**config.mk**
```make
export PLATFORM = sky130hd
export DESIGN_NAME = mac_lane
export DESIGN_NICKNAME = d
export VERILOG_FILES = /design/src/rtl/mac_lane.sv
export SDC_FILE = /design/constraint.sdc
export NUM_CORES = 1
export LEC_CHECK = 0
export BUFFER_PORTS_ARGS = -buffer_cell sky130_fd_sc_hd__buf_2
export CAP_MARGIN = 20
export CORE_MARGIN = 2
export CORE_UTILIZATION = 35
export CTS_CLUSTER_DIAMETER = 80
export CTS_CLUSTER_SIZE = 20
export DETAILED_ROUTE_END_ITERATION = 8
export GPL_TIMING_DRIVEN = 0
export PLACE_DENSITY = 0.53
export SLEW_MARGIN = 10
export SYNTH_ARGS = -nofsm -noshare
export SYNTH_HDL_FRONTEND = slang
export SYNTH_SLANG_ARGS = --single-unit
```
**constraint.sdc**
```tcl
create_clock -name clk -period 7.7 [get_ports clk]
set_clock_uncertainty 0.1 [all_clocks]
set_input_delay 1.925 -clock clk [delete_from_list [all_inputs] [get_ports clk]]
set_output_delay 1.925 -clock clk [all_outputs]
set_load 0.02 [all_outputs]
```
**src/rtl/mac_lane.sv**
```systemverilog
module mac_lane #(
  parameter int DW = 8,
  parameter int AW = 32
) (
  input  logic                 clk,
  input  logic                 rst_n,
  input  logic                 lane_en,
  input  logic [2:0]           op,
  input  logic                 clr,
  input  logic                 ld,
  input  logic [DW-1:0]        mem_byte,
  input  logic [DW-1:0]        nbr_in,
  output logic [AW-1:0]        acc_q,
  output logic [DW-1:0]        wt_q,
  output logic [DW-1:0]        act_q,
  output logic                 mask_q,
  output logic                 gated,
  output logic                 wt_wr
);
  localparam int PW  = 2 * DW;
  localparam int EXT = AW - PW;
  localparam logic [2:0] OP_MAC = 3'd1, OP_MUL = 3'd2, OP_ADD = 3'd3, OP_SUB = 3'd4,
                         OP_MSIGN = 3'd5, OP_MSET = 3'd6, OP_MZERO = 3'd7;

  logic wr_ok, is_mac, is_mul, is_sub, arith, zero_opnd;
  logic signed [DW-1:0] mul_a, mul_b;
  logic signed [PW-1:0] prod;
  logic [AW-1:0] prod_x, base, sum;

  assign wr_ok  = lane_en & mask_q;
  assign is_mac = (op == OP_MAC);
  assign is_mul = (op == OP_MUL);
  assign is_sub = (op == OP_SUB);
  assign arith  = is_mac | is_mul | (op == OP_ADD) | is_sub;

  assign mul_a  = act_q;
  assign mul_b  = (is_mac | is_mul) ? wt_q : {{(DW-1){1'b0}}, 1'b1};
  assign prod   = mul_a * mul_b;
  assign prod_x = {{EXT{prod[PW-1]}}, prod};
  assign base   = is_mul ? '0 : acc_q;
  assign sum    = is_sub ? (base - prod_x) : (base + prod_x);

  assign zero_opnd = (act_q == '0) | (wt_q == '0);
  assign gated     = wr_ok & ~clr & is_mac & zero_opnd;
  assign wt_wr     = wr_ok & ld & (mem_byte != wt_q);

  always_ff @(posedge clk or negedge rst_n) begin
    if (!rst_n) begin
      acc_q  <= '0;
      wt_q   <= '0;
      act_q  <= '0;
      mask_q <= 1'b1;
    end else if (lane_en) begin
      if (clr)
        acc_q <= '0;
      else if (wr_ok & arith & ~gated)
        acc_q <= sum;
      else if (wr_ok & (op == OP_MZERO))
        acc_q <= '0;

      if (!clr && op == OP_MSIGN)
        mask_q <= acc_q[AW-1];
      else if (!clr && op == OP_MSET)
        mask_q <= 1'b1;

      if (wr_ok & ld)
        act_q <= nbr_in;
      if (wt_wr)
        wt_q <= mem_byte;
    end
  end
endmodule

```
# Word-level counts from Yosys, hierarchy flattened
# Cells that the tools add are included.
[op_classes]
addsub = 2
bitwise_logic = 15
n_eq_ne = 8
n_mux = 8
multipliers = 1
n_reduce_logical = 11
[ops]
columns = ["op", "count"]
rows = [
  ["32-bit 2-to-1 mux", 5],
  ["32-bit adder", 1],
  ["32-bit subtractor", 1],
  ["8-bit zero test", 2],
  ["8-bit by 8-bit multiplier with 16-bit output", 1],
  ["3-bit equality test (second input constant)", 4],
  ["1-bit AND", 9],
  ["8-bit 2-to-1 mux", 1],
  ["8-bit inequality test", 1],
  ["2-bit AND reduction", 4],
  ["3-bit by 2-bit equality test with 1-bit output (second input constant)", 2],
  ["1-bit OR", 4],
  ["3-bit by 1-bit equality test with 1-bit output (second input constant)", 1],
  ["3-bit nonzero test", 1],
  ["1-bit logical AND", 2],
  ["1-bit 2-to-1 mux", 2],
  ["1-bit inverter", 2],
  ["2-bit nonzero test", 1],
  ["1-bit zero test", 1],
]
[totals]
inputBits = 24
elab_cells = 49
reg_bits = 49

# Longest topological paths before layout
# Gate-level depths: netlist of the first run.
[depth]
depth_word = 8
ltp_mapped = 35
mapped_depth_nobuf = 34

# Least setup slack after synthesis of the first run
# No wires, ideal clock.
[synth_timing]
kind = "input to register"
startpoint = "input op[1]"
endpoint = "register acc_q[30]"
path_buffers = 1
slack_ns = -1.837
arrival_time_ns = 9.361
stages = 33
setup_ns = 0.076
required_ns = 7.524
path_cell_list = "nand2b_4 > a21oi_4 > clkbuf_1 > nand2_1 > or2_2 > fa_1 > fa_1 > inv_1 > fa_1 > inv_1 > fa_1 > inv_1 > ha_1 > a21oi_1 > a2bb2oi_1 > nor2b_1 > xnor2_1 > or3_1 > nor4_2 > nand2_2 > ha_1 > nand2_1 > o21ai_0 > ha_1 > nand3_1 > nor2_1 > o211ai_1 > o21bai_1 > a41o_1 > o31ai_1 > a221oi_1 > xor2_1 > o21ai_1"
[synth_between]
elab_chain_cells = 8
word_cells_on_any_way = 24
cone_classes = "2 x add/sub; 1 x mul; 5 x eq/ne; 5 x mux; 9 x bitwise; 2 x reduce/logical"
[synth_lines]
columns = ["element", "line", "rtl"]
rows = [
  ["start, declared", "8", "input logic [2:0] op,"],
  ["3-bit by 1-bit equality test with 1-bit output or 3-bit by 2-bit equality test with 1-bit output (tied branches)", "31, 32", ""],
  ["1-bit OR", "34, 37", ""],
  ["8-bit 2-to-1 mux or 1-bit OR (tied branches)", "37, 34", ""],
  ["8-bit by 8-bit multiplier with 16-bit output or 1-bit OR (tied branches)", "38, 34", ""],
  ["32-bit adder, or another cell as far along", "41", "assign sum = is_sub ? (base - prod_x) : (base + prod_x);"],
  ["32-bit 2-to-1 mux or 1-bit AND (tied branches)", "41, 56", ""],
  ["32-bit 2-to-1 mux or 3-bit nonzero test (tied branches)", "-", ""],
  ["32-bit 2-to-1 mux or 2-bit AND reduction (tied branches)", "-", ""],
  ["end signal, assigned", "57", "acc_q <= sum;"],
  ["end, declared", "13", "output logic [AW-1:0] acc_q,"],
]
# Parallel ways exist; a longest one is shown, timed or not.
# A chain may end at the register's enable or synchronous reset.

# Worst setup path in the final report of the first run
[layout_timing]
startpoint = "input op[0]"
endpoint = "register acc_q[27]"
# The elaborated chain is that of the path after synthesis.

==> results of run 1 <==
## layout make-up
cell class	count	area (um2)
buffer	37	221
clock inverter	2	13.8
fill	1873	10100
sequential	49	1230
multi-input combinational	648	6060
clock buffer	6	139
tap	265	332
timing repair buffer	142	956
inverter	99	372
## layer usage
layer,share of wire,track usage,vias to the layer above
met5,0,0,-
met4,0.019,0.0511,0
met3,0.042,0.0286,23
met2,0.46,0.326,124
met1,0.48,0.292,3137
li1,-,-,3129
## cell families (layout without fill, tap and decap cells)
family / count (synthesis) / count (layout) / share of synthesized area
fa+ha+maj: 118 / 118 / 0.274
simple gates: 275 / 275 / 0.210
xor+xnor: 59 / 59 / 0.0746
buf+inv: 139 / 286 / 0.0758
flops: 49 / 49 / 0.177
mux: 17 / 17 / 0.0274
compound gates: 179 / 179 / 0.162
## repair_timing
action | in CTS | in global routing
cloned | 0 | 1
resized for setup | 96 | 60
hold endpoints to repair | 0 | 0
endpoints found under the setup margin | 21 | 21
pin swaps | 64 | 45
setup buffers | 45 | 22
## through the flow
step / cells / setup TNS [ns] / utilization / setup WS (ns)
2_1_floorplan: 836 / -9.09 / - / -0.872
3_3_place_gp: 1175 / -29.55 / 0.407 / -1.94
3_5_place_dp: 1176 / -29.64 / 0.408 / -1.95
4_1_cts: 1226 / -14.77 / 0.456 / -1.11
5_1_grt: 1248 / -21.37 / 0.479 / -1.44
6_report: 1248 / -15.44 / 0.479 / -1.16
## path summary, 6_finish.rpt
check	start	slack, ns	depth (start not counted)	end
setup / recovery	op[0]	-1.16	39	acc_q[27]
hold / removal	acc_q[7]	0.40	2	acc_q[7]
setup reg to reg	wt_q[2]	0.30	35	acc_q[27]
hold reg to reg	acc_q[7]	0.40	2	acc_q[7]
max in group asynchronous	rst_n	5.34	2	mask_q
min in group asynchronous	rst_n	1.52	1	acc_q[8]
## critical path: cells and delay by family
| kind | cells | cell delay [ns] |
|---|---|---|
| AOI/OAI and AO/OA | 13 | 1.65 |
| xor gates and xnor gates | 1 | 0.14 |
| adders and majority gates | 7 | 2.85 |
| buffers and inverters | 9 | 1.03 |
| and+or+nand+nor | 9 | 1.36 |
## cells in the final DEF, fill, tap and decap left out, drive strengths merged, types with 5 or more instances in the layout
cell type	Yosys	routed
inv	99	99
xor2	32	32
o21ai	47	47
a21oi	60	60
buf	7	148
nand3	25	25
o211ai	6	6
nor4	7	7
nor2b	8	8
nor2	46	46
and2	41	41
xnor2	27	27
nor3	6	6
fa	56	56
and3	38	38
o21a	5	5
a31oi	6	6
a21o	16	16
ha	62	62
clkbuf	33	37
dfrtp	48	48
o21bai	7	7
or3	7	7
mux2	16	16
o31ai	6	6
nand2	68	68
nand2b	11	11
## cells in the mapped netlist, types with 7 or more instances
master,n
nand2b_1,8
xor2_1,32
xnor2_1,27
a21oi_1,59
a21o_1,16
inv_1,99
nand3_1,25
fa_1,56
nor2_1,46
dfrtp_1,48
ha_1,62
nand2_1,67
and2_1,41
nor2b_1,8
clkbuf_1,33
mux2_2,16
o21bai_1,7
or3_1,7
and3_1,38
o21ai_0,41
## flip-flops by register name (all words and copies together), names as in the netlist
name / cells
acc_q: 32
act_q: 8
wt_q: 8
mask_q: 1
==> flow_summary_export.csv, run 1 <==
group,metric,value,unit
worst_setup_path,slowest_stage,"fa_1",
clock_tree,clk_latency,0.31,ns
sta,slew_headroom,0.449,
global_routing,grt_pass1_vias,6415,
sta,period_share,1.15,
die,die_y,145,um
worst_setup_path,crit_top_cell,"fa_1",
clock_tree,clock-root-buffer,"clkbuf_16",
synthesis,syn_inst,836,
sta,post-route-min-period,8.86,ns
worst_setup_path,startpoint_type,"primary input",
synthesis,yosysWarnings,0,
layout,n_antenna_cell,0,
worst_setup_path,crit_path_max_incr_delay,0.53,ns
layout,area_growth,34.6,%
die,fp.coreArea,19500,um2
global_routing,grt.total_usage,0.204,
clock_tree,cts_hold_buf,0,
clock_tree,clockBufferDepth,2,
sta,timing.fmax,0.113,GHz
detailed_routing,drt_iter0_markers,288,
detailed_routing,drc,0,
synthesis,synth-async-reset-ratio,1.00,
global_routing,grt_overflow,0,
worst_setup_path,arrival,9.00,ns
worst_setup_path,critPathKind,"primary input to flip-flop",
layout,postLayoutCellArea,9330,um2
worst_setup_path,crit_fanout,5,
clock_tree,htreeDepth,2,
synthesis,synth_top_area_share,0.173,
clock_tree,numCtsBuffers,5,
layout,fin_nets,1124,
worst_hold_path,hold_class,"flip-flop to flip-flop",
clock_tree,clk_pin_slew_worst_paths,0.08,ns
synthesis,synth_flop_cell,"dfrtp_1",
synthesis,synth_area_leaders,"dfrtp_1 (17%), fa_1 (16%), ha_1 (11%)",
synthesis,syn_nets,978,
synthesis,syn_area,6930,um2
global_routing,grt_max_degree,27,
placed_design,gp_congestion,0.912,
placed_design,dpl-instance-area,7940,um2
sta,rsz0062_at_grt,"true",
die,start_util,0.356,
sta,hold_ws,0.401,ns
global_routing,grt_pass1_wl,33300,um
die,io_pins,75,
synthesis,ys_types,60,
placed_design,portBuffers,74,
worst_setup_path,end_kind,"flip-flop",
detailed_routing,wl,20300,um
sta,hold_viol_final,0,
synthesis,ys_ff_latch,49,
detailed_routing,postRouteAntennaNets,0,
placed_design,dp_hpwl,15300,um
detailed_routing,drt_pass1_iterations,4,
die,rows,51,
sta,setup_viol,21,
clock_tree,clock-sinks,49,
synthesis,synth-seq-area-share,0.177,
die,die_w,145,um
detailed_routing,wl_per_cell,16.3,um
die,dieArea,20900,um2
clock_tree,cts_tree,"done",
detailed_routing,via_count,6413,
worst_setup_path,required,7.83,ns
synthesis,synth_edf_count,0,
synthesis,syn-mean-instance-area,8.29,um2
sta,worst_pin_slew,0.826,ns
layout,drive_above_1_share,0.320,
run_status,violations,"negative setup slack",
run,maxCapViolCount,0,
detailed_routing,viasPerCell,5.14,
sta,fin_ws,-1.16,ns
synthesis,synth.largest_area_cell,"dfrtp_1",
run_status,status,"complete, but fails checks",
sta,drv_slew,0,
global_routing,antenna_found_initial,0,
Power of run 1 is not shown: default switching activity piles up to over one toggle a cycle in this logic, so the estimate is an artifact.
==> run 2: changes to the inputs <==
--- a/config.mk
+++ b/config.mk
@@ -14,6 +14,7 @@
 export DETAILED_ROUTE_END_ITERATION = 8
 export GPL_TIMING_DRIVEN = 0
 export PLACE_DENSITY = 0.53
+export SETUP_SLACK_MARGIN = 0.02
 export SLEW_MARGIN = 10
 export SYNTH_ARGS = -nofsm -noshare
 export SYNTH_HDL_FRONTEND = slang
==> run 2 against run 1 <==
Compared with the run above: the flow still finishes with violations (negative setup slack); first-iteration DRC count decreased by 2.1%; cell count increased by 0.40%; clock-buffer cell count unchanged; non-clock buffer count increased by 5; sequential cell count unchanged; utilization increased by 0.73 points; global-route usage about the same; highest routed layer unchanged.
==> flow_summary_export.csv, run 2 (same netlist as run 1, synthesis figures left out) <==
group,metric,value,unit
run_status,status,"complete, but fails checks",
run_status,violations,"negative setup slack",
detailed_routing,via_count,6429,
detailed_routing,wl,20400,um
detailed_routing,drc,0,
worst_setup_path,ff2ff_path_depth,33,
placed_design,portBuffers,74,
worst_setup_path,end_kind,"flip-flop",
worst_setup_path,startpoint_type,"primary input",
sta,drv_slew,0,
clock_tree,clock-sinks,49,
sta,timing.fmax,0.115,GHz
global_routing,grt_max_degree,27,
sta,hold_viol_final,0,
sta,post-route-min-period,8.72,ns
sta,worst_pin_slew,0.842,ns
die,die_w,145,um
sta,slew_headroom,0.439,
placed_design,dp_hpwl,15300,um
detailed_routing,viasPerCell,5.13,
clock_tree,clock-root-buffer,"clkbuf_16",
clock_tree,numCtsBuffers,5,
detailed_routing,drt_iter0_markers,282,
worst_setup_path,crit_fanout,5,
worst_hold_path,worstHoldPathCells,2,
die,die_y,145,um
global_routing,grt.total_usage,0.204,
sta,period_share,1.13,
layout,drive_above_1_share,0.335,
detailed_routing,postRouteAntennaNets,0,
clock_tree,cts_tree,"done",
layout,fin_nets,1129,
clock_tree,clockBufferDepth,2,
global_routing,grt_pass1_wl,33300,um
global_routing,antenna_found_initial,0,
layout,reg_top3,"acc_q (32), act_q (8), wt_q (8)",
detailed_routing,wl_per_cell,16.2,um
global_routing,grt_overflow,0,
worst_setup_path,arrival,8.81,ns
worst_setup_path,crit_path_max_incr_delay,0.53,ns
die,io_pins,75,
global_routing,grt_pass1_vias,6377,
layout,top_register,"acc_q",
worst_setup_path,crit_top_cell,"fa_1",
sta,setup_viol,20,
die,fp.coreArea,19500,um2
worst_setup_path,required,7.79,ns
clock_tree,htreeDepth,2,
clock_tree,clk_pin_slew_worst_paths,0.08,ns
placed_design,dp.cells,1176,
worst_setup_path,slowest_stage,"fa_1",
die,dieArea,20900,um2
worst_setup_path,critPathKind,"primary input to flip-flop",
layout,final_common_cell,"inv_1",
run,maxCapViolCount,0,
die,start_util,0.356,
worst_hold_path,hold_class,"flip-flop to flip-flop",
placed_design,gp_congestion,0.912,
sta,rsz0062_at_grt,"true",
layout,n_antenna_cell,0,
layout,area_growth,36.6,%
detailed_routing,drt_pass1_iterations,4,
layout,final_cell_mix,"inv_1 (88), buf_2 (72), buf_4 (66), nand2_1 (61), fa_1 (52)",
layout,final_cell_count_no_fill,1253,
sta,fin_ws,-1.02,ns
clock_tree,clk_latency,0.31,ns
layout,largest_reg_flops,32,
clock_tree,cts_hold_buf,0,
die,rows,51,
[run 2: per-layer routing]
metal | up-vias | part of all wire | wire length, um | global-route usage
met3 | 9 | 0.045 | 918 | 0.0273
li1 | 3134 | - | - | -
met5 | - | 0 | 0 | 0
met4 | 0 | 0.0085 | 173 | 0.0373
met2 | 122 | 0.47 | 9610 | 0.332
met1 | 3164 | 0.47 | 9660 | 0.293
[run 2: repair_timing]
item | CTS | global route
pin swaps | 69 | 80
setup endpoints to repair | 21 | 21
setup buffers | 46 | 27
resized for setup | 100 | 78
[run 2: layout make-up]
cell class / count / area, um2
Buffer: 36 / 223
Clock buffer: 6 / 139
Clock inverter: 2 / 13.8
Fill cell: 1874 / 9990
Inverter: 99 / 372
Multi-Input combinational cell: 648 / 6170
Sequential cell: 49 / 1230
Tap cell: 265 / 332
Timing Repair Buffer: 148 / 990
[run 2: final timing paths]
check / end / from / slack, ns
worst max register to register: acc_q[31] / wt_q[2] / 0.41
worst max-delay path: acc_q[31] / op[0] / -1.02
min in group asynchronous: acc_q[9] / rst_n / 1.52
max in group asynchronous: mask_q / rst_n / 5.33
worst min register to register: acc_q[7] / acc_q[7] / 0.40
worst min-delay path: acc_q[7] / acc_q[7] / 0.40
[run 2: worst max-delay path, delay by kind of cell]
family,cells,cell delay (ns)
xor gates and xnor gates,2,0.40
and+or+nand+nor,10,1.32
AOI/OAI and AO/OA,11,1.91
buffers and inverters,6,0.58
adders and majority gates,7,2.65
[run 2: through the flow]
| stage | utilization | hold WS, ns | setup TNS, ns | setup slack [ns] | area [um2] |
|---|---|---|---|---|---|
| floorplan | - | 0.469 | -9.09 | -0.872 | 7220 |
| global placement | 0.407 | 0.383 | -29.55 | -1.94 | 7920 |
| detailed placement | 0.408 | 0.389 | -29.64 | -1.95 | 7940 |
| CTS | 0.458 | 0.410 | -14.40 | -1.12 | 8910 |
| global route | 0.486 | 0.437 | -19.17 | -1.32 | 9470 |
| finish | 0.486 | 0.401 | -13.26 | -1.02 | 9470 |
Power of run 2 is left out for the same reason.
